--- config.mk ---
export PLATFORM = sky130hd
export DESIGN_NAME = half_sign_move_unit
export DESIGN_NICKNAME = d
export VERILOG_FILES = /design/src/rtl/hsm_pkg.sv /design/src/rtl/hsm_ctrl.sv /design/src/rtl/hsm_datapath.sv /design/src/rtl/half_sign_move_unit.sv
export SDC_FILE = /design/constraint.sdc
export NUM_CORES = 1
export LEC_CHECK = 0
export ABC_CLOCK_PERIOD_IN_PS = 1000
export CAP_MARGIN = 20
export CORE_AREA = 2 2 139 141
export CTS_CLUSTER_SIZE = 24
export DETAILED_ROUTE_END_ITERATION = 6
export DIE_AREA = 0 0 141 143
export DONT_BUFFER_PORTS = 1
export GPL_ROUTABILITY_DRIVEN = 1
export PLACE_DENSITY = 0.47
export SLEW_MARGIN = 15
export SYNTH_ARGS = -nofsm -noshare
export SYNTH_HDL_FRONTEND = slang
export SYNTH_SLANG_ARGS = --single-unit
--- constraint.sdc ---
create_clock -name clk -period 1 [get_ports clk]
set_input_delay 0.1 -clock clk [delete_from_list [all_inputs] [get_ports clk]]
set_output_delay 0.1 -clock clk [all_outputs]
set_load 0.05 [all_outputs]
--- src/rtl/hsm_pkg.sv ---
package hsm_pkg;

  localparam logic [6:0] OPC_FP     = 7'b1010011;
  localparam logic [6:0] F7_SIGNINJ = 7'b0010010;
  localparam logic [6:0] F7_TO_INT  = 7'b1110010;
  localparam logic [6:0] F7_TO_FP   = 7'b1111010;

  typedef enum logic [2:0] {
    OP_NONE,
    OP_SGNJ,
    OP_SGNJN,
    OP_SGNJX,
    OP_TO_INT,
    OP_TO_FP
  } hsmOp_e;

  // Strobes from control to datapath
  typedef struct packed {
    hsmOp_e op;
    logic   writeFp;
    logic   markDirty;
    logic   illegal;
  } hsmStrobe_t;

endpackage

--- src/rtl/hsm_ctrl.sv ---
module hsm_ctrl
  import hsm_pkg::*;
(
  input  logic [31:0] instr,
  input  logic        fpuOn,
  input  logic        halfOn,
  output hsmStrobe_t  strobe
);

  logic [6:0] opcode;
  logic [6:0] funct7;
  logic [4:0] srcSel2;
  logic [2:0] funct3;
  hsmOp_e     decOp;
  logic       enabled;
  logic       legal;

  assign opcode  = instr[6:0];
  assign funct3  = instr[14:12];
  assign srcSel2 = instr[24:20];
  assign funct7  = instr[31:25];
  assign enabled = fpuOn & halfOn;

  always_comb begin
    decOp = OP_NONE;
    if (opcode == OPC_FP) begin
      unique case (funct7)
        F7_SIGNINJ: begin
          unique case (funct3)
            3'b000:  decOp = OP_SGNJ;
            3'b001:  decOp = OP_SGNJN;
            3'b010:  decOp = OP_SGNJX;
            default: decOp = OP_NONE;
          endcase
        end
        F7_TO_INT: if (srcSel2 == 5'd0 && funct3 == 3'b000) decOp = OP_TO_INT;
        F7_TO_FP:  if (srcSel2 == 5'd0 && funct3 == 3'b000) decOp = OP_TO_FP;
        default:   decOp = OP_NONE;
      endcase
    end
  end

  assign legal = enabled && (decOp != OP_NONE);

  always_comb begin
    strobe.op        = legal ? decOp : OP_NONE;
    strobe.writeFp   = legal && (decOp != OP_TO_INT);
    strobe.markDirty = legal && (decOp != OP_TO_INT);
    strobe.illegal   = !legal;
  end

endmodule

--- src/rtl/hsm_datapath.sv ---
module hsm_datapath
  import hsm_pkg::*;
#(
  parameter int FLEN     = 64,
  parameter int HALF_W   = 16,
  parameter int EXP_W    = 5,
  parameter int XLEN_MAX = 64,
  parameter int XLEN_MIN = 32
) (
  input  logic                clk,
  input  logic                rstN,
  input  logic                inValid,
  input  hsmStrobe_t          strobe,
  input  logic [FLEN-1:0]     fpA,
  input  logic [FLEN-1:0]     fpB,
  input  logic [XLEN_MAX-1:0] intA,
  input  logic                xlen64,
  output logic                outValid,
  output logic [FLEN-1:0]     fpResult,
  output logic [XLEN_MAX-1:0] intResult,
  output logic                writesFp,
  output logic                illegal,
  output logic                fpDirty
);

  localparam int BOX_W  = FLEN - HALF_W;
  localparam int MANT_W = HALF_W - 1 - EXP_W;
  localparam int SIGN   = HALF_W - 1;
  localparam logic [FLEN-1:0] CANON_NAN =
    {{BOX_W{1'b1}}, 1'b0, {EXP_W{1'b1}}, 1'b1, {(MANT_W-1){1'b0}}};

  logic [FLEN-1:0] rawSrc [2];
  logic [FLEN-1:0] chkSrc [2];
  logic [FLEN-1:0] fpNext;
  logic [XLEN_MAX-1:0] intNext;
  logic [HALF_W-1:0] rawHalf;
  logic newSign;

  assign rawSrc[0] = fpA;
  assign rawSrc[1] = fpB;

  for (genvar g = 0; g < 2; g++) begin : g_boxCheck
    assign chkSrc[g] = (&rawSrc[g][FLEN-1:HALF_W]) ? rawSrc[g] : CANON_NAN;
  end

  assign rawHalf = fpA[HALF_W-1:0];

  always_comb begin
    newSign = chkSrc[0][SIGN];
    unique case (strobe.op)
      OP_SGNJ:  newSign = chkSrc[1][SIGN];
      OP_SGNJN: newSign = ~chkSrc[1][SIGN];
      OP_SGNJX: newSign = chkSrc[0][SIGN] ^ chkSrc[1][SIGN];
      default:  newSign = chkSrc[0][SIGN];
    endcase
  end

  always_comb begin
    fpNext  = '0;
    intNext = '0;
    unique case (strobe.op)
      OP_SGNJ, OP_SGNJN, OP_SGNJX:
        fpNext = {chkSrc[0][FLEN-1:SIGN+1], newSign, chkSrc[0][SIGN-1:0]};
      OP_TO_FP:
        fpNext = {{BOX_W{1'b1}}, intA[HALF_W-1:0]};
      OP_TO_INT:
        intNext = xlen64
          ? {{(XLEN_MAX-HALF_W){rawHalf[SIGN]}}, rawHalf}
          : {{(XLEN_MAX-XLEN_MIN){1'b0}}, {(XLEN_MIN-HALF_W){rawHalf[SIGN]}}, rawHalf};
      default: ;
    endcase
  end

  always_ff @(posedge clk or negedge rstN) begin
    if (!rstN) begin
      outValid  <= 1'b0;
      illegal   <= 1'b0;
      writesFp  <= 1'b0;
      fpDirty   <= 1'b0;
      fpResult  <= '0;
      intResult <= '0;
    end else begin
      outValid <= inValid;
      illegal  <= inValid & strobe.illegal;
      writesFp <= inValid & strobe.writeFp;
      fpDirty  <= inValid & strobe.markDirty;
      if (inValid) begin
        fpResult  <= fpNext;
        intResult <= intNext;
      end
    end
  end

endmodule

--- src/rtl/half_sign_move_unit.sv ---
module half_sign_move_unit
  import hsm_pkg::*;
#(
  parameter int FLEN     = 64,
  parameter int HALF_W   = 16,
  parameter int EXP_W    = 5,
  parameter int XLEN_MAX = 64,
  parameter int XLEN_MIN = 32
) (
  input  logic                clk,
  input  logic                rstN,
  input  logic                inValid,
  input  logic [31:0]         instr,
  input  logic [FLEN-1:0]     fpA,
  input  logic [FLEN-1:0]     fpB,
  input  logic [XLEN_MAX-1:0] intA,
  input  logic                xlen64,
  input  logic                fpuOn,
  input  logic                halfOn,
  output logic                outValid,
  output logic [FLEN-1:0]     fpResult,
  output logic [XLEN_MAX-1:0] intResult,
  output logic                writesFp,
  output logic                illegal,
  output logic                fpDirty
);

  hsmStrobe_t strobe;

  hsm_ctrl u_ctrl (
    .instr  (instr),
    .fpuOn  (fpuOn),
    .halfOn (halfOn),
    .strobe (strobe)
  );

  hsm_datapath #(
    .FLEN     (FLEN),
    .HALF_W   (HALF_W),
    .EXP_W    (EXP_W),
    .XLEN_MAX (XLEN_MAX),
    .XLEN_MIN (XLEN_MIN)
  ) u_dp (
    .clk       (clk),
    .rstN      (rstN),
    .inValid   (inValid),
    .strobe    (strobe),
    .fpA       (fpA),
    .fpB       (fpB),
    .intA      (intA),
    .xlen64    (xlen64),
    .outValid  (outValid),
    .fpResult  (fpResult),
    .intResult (intResult),
    .writesFp  (writesFp),
    .illegal   (illegal),
    .fpDirty   (fpDirty)
  );

endmodule

==> flow_metrics.env <==
export IMPL_powerDensity_nw_per_um2=1030
export IMPL_routed_via_density=4.51
export IMPL_grt_usage_pct=14.7
export IMPL_cts_tree="built"
export IMPL_finalSetupViolations=149
export IMPL_clk_insertion_delay_late_ns=0.34
export IMPL_ys_types=41
export IMPL_core_um2=18600
export IMPL_path_clk_slew_ns=0.06
export IMPL_holdWs_ns=-0.557
export IMPL_syn_area_um2=4100
export IMPL_syn_inst=444
export IMPL_clk_path_buf_depth=2
export IMPL_num_rows=50
export IMPL_synth_yosys_warnings=0
export IMPL_hold_class="primary input to asynchronous set/reset pin"
export IMPL_dieWidth_um=141
export IMPL_htreeDepth=3
export IMPL_crit_top_cell="buf_16"
export IMPL_grt_max_degree=88
export IMPL_syn_to_final_growth_pct=74.0
export IMPL_synth_ff_type="dfrtp_1"
export IMPL_crit_required_ns=0.90
export IMPL_die_y_um=143
export IMPL_routed_wl_um=15500
export IMPL_fmax_ghz=0.545
export IMPL_multi_input_area_um2=1790
export IMPL_fin_nets=823
export IMPL_io_buffers=0
export IMPL_ys_seq_elements=84
export IMPL_fin_crit_sh_pct=184
export IMPL_failed_checks="hold timing, setup timing"
export IMPL_fill_cells=1781
export IMPL_ir_drop_uv=733
export IMPL_vias=3753
export IMPL_gp_congestion=0.805
export IMPL_p_leak_nw=3.38
export IMPL_yosysTopAreaCellShare_pct=51.3
export IMPL_slew_headroom_pct=69.8
export IMPL_min_period_ns=1.84
export IMPL_clkSinkCount=84
export IMPL_finClkSkew_ns=0
export IMPL_crit_type="flip-flop to primary output"
export IMPL_p_sw_share_pct=20.6
export IMPL_cpPeakStageDelay_ns=0.50
export IMPL_ys_top_cells_by_count="84 x dfrtp_1, 82 x inv_1, 66 x o21ai_0"
export IMPL_die_area_um2=20200
export IMPL_cp_max_fo=12
export IMPL_critical_path_top_delay_family="buffers and inverters"
export IMPL_crit_path_cell_trace="buf_16 > buf_16"
export IMPL_syn_nets=674
export IMPL_cp_arrival_ns=1.74
export IMPL_slew_viol_final=0
export IMPL_ant_nets=0
export IMPL_grt_overflow=0
export IMPL_avgSynthCellArea_um2=9.23
export IMPL_hpwlAfterDp_um=9720
export IMPL_cts_made_buffers=9
export IMPL_root_buffer="clkbuf_16"
export IMPL_cp_num_buf_inv=2
export IMPL_setup_slack_ns=-0.835
export IMPL_drt_initial_drc_count=145
export IMPL_grt_pass1_wl_um=21900
export IMPL_drc=0
export IMPL_initial_core_util_pct=22.0
export IMPL_tightestPinTransition_ns=0.449
export IMPL_yosys_top_cells_area="dfrtp_1 51%, buf_4 8.8%, o21ai_0 8.1%"
export IMPL_worstSetupEndpointType="primary output"
export IMPL_io_pins=362
export IMPL_slowest_stage="buf_16"
export IMPL_synth_async_reset_ratio_pct=100
export IMPL_first_global_vias=4049
export IMPL_rsz0062_at_grt="yes"
export IMPL_drive_gt1_share_pct=51.2
export IMPL_cp_start_kind="flip-flop"
export IMPL_seqPwrFrac_pct=46.4
export IMPL_power_frac_clock_pct=49.7
export IMPL_cap_violations=0
export IMPL_yosys_area_top_type="dfrtp_1"
export IMPL_power_frac_comb_pct=3.9
export IMPL_synth_edff_count=0
export IMPL_yosysMostFrequentCell="dfrtp_1"
export IMPL_antenna_found_initial=0
export IMPL_area_sequential_um2=2110
export IMPL_yosysSeqAreaShare_pct=51.3
export IMPL_antennaDiodeCount=0
export IMPL_outcome="complete, but fails checks"
export IMPL_wl_per_cell_um=18.6
export IMPL_drt_pass1_iterations=4
export IMPL_power_mw=7.35
export IMPL_power_switching_mw=1.51
export IMPL_hold_violations=151
export IMPL_internal_power_mw=5.84
==> routing by layer <==
layer  up-vias  wire length [um]  GRT usage (%)
met3        38               719           2.68
met1      1803              5060           13.8
met5         -                 0              0
met2       174              9100           29.3
met4         0               581           8.95
li1       1738                 -              -
==> stage by stage <==
| stage | worst slack, ns | setup TNS (ns) | util [%] | instances | area, um2 |
|---|---|---|---|---|---|
| after floorplan | -0.735 | -37.13 | - | 444 | 4340 |
| after global placement | -0.835 | -48.86 | 26.7 | 724 | 4960 |
| after detailed placement | -0.911 | -55.45 | 26.7 | 724 | 4960 |
| after CTS | -0.847 | -42.04 | 35.8 | 804 | 6660 |
| after global routing | -0.878 | -51.34 | 38.4 | 832 | 7130 |
| final | -0.835 | -42.56 | 38.4 | 832 | 7130 |
==> sequential cells by signal (all words and copies together), names as in the netlist <==
| register | flops |
|---|---|
| u_dp.fpResult | 64 |
| u_dp.outValid | 1 |
| u_dp.writesFp | 1 |
| u_dp.illegal | 1 |
| u_dp.intResult | 17 |
==> power by group through the flow <==
stage | sequential (mW) | combinational [mW] | clock [mW]
after floorplan | 3.48 | 0.104 | 0
after global placement | 3.47 | 0.118 | 0
after detailed placement | 3.47 | 0.121 | 0
after CTS | 3.41 | 0.261 | 3.78
after global routing | 3.41 | 0.304 | 3.91
final | 3.41 | 0.287 | 3.65
==> cells in the final DEF (no fill, tap or decap), drive strengths merged, types with 10 or more instances in the layout <==
master / netlist / final
buf: 50 / 167
dfrtp: 84 / 84
inv: 82 / 82
o21ai: 66 / 66
dlygate4sd3: 0 / 33
nand2: 32 / 32
nand4: 27 / 27
clkbuf: 15 / 13
nand2b: 10 / 10
nor2: 10 / 10
nor4: 10 / 10
==> final cells by class <==
class	count	share of cell area (%)
clock buffers	11	3.40
multi-input cells	214	25.0
flip-flops and latches	84	29.6
inverters	82	4.32
well taps	234	4.11
repair buffers	202	32.3
clock inverters	5	1.19
==> logic make-up after synthesis <==
| family | count (synthesis) | synth area share (%) |
|---|---|---|
| AOI/OAI and AO/OA | 92 | 13.7 |
| xor gates and xnor gates | 1 | 0.214 |
| and+or+nand+nor | 120 | 16.7 |
| buffers and inverters | 147 | 18.1 |
| DFF | 84 | 51.3 |
==> worst paths after layout <==
check                                               startpoint                              to  slack, ns  cells past startpoint
worst min-delay path                                      rstN   u_dp.fpResult[12]$_DFFE_PN0P_      -0.56                      0
worst max register to register  u_dp.intResult[62]$_DFFE_PN0P_  u_dp.intResult[62]$_DFFE_PN0P_       0.04                      4
worst min register to register   u_dp.intResult[1]$_DFFE_PN0P_   u_dp.intResult[1]$_DFFE_PN0P_       0.53                      2
worst max-delay path            u_dp.intResult[62]$_DFFE_PN0P_                   intResult[63]      -0.84                      2
max in group asynchronous                                 rstN  u_dp.intResult[62]$_DFFE_PN0P_       1.40                      0
min in group clk                                       inValid         u_dp.outValid$_DFF_PN0_      -0.17                      0
==> repair_timing <==
item / CTS / global route
endpoints found under the hold margin: 167 / 151
gates resized for setup: 228 / 66
gates cloned: 7 / 2
endpoints found under the setup margin: 214 / 213
pin swaps: 17 / 33
hold buffers: 31 / 2
setup buffers: 27 / 27
No activity file was read; power rests on OpenSTA's default activity.
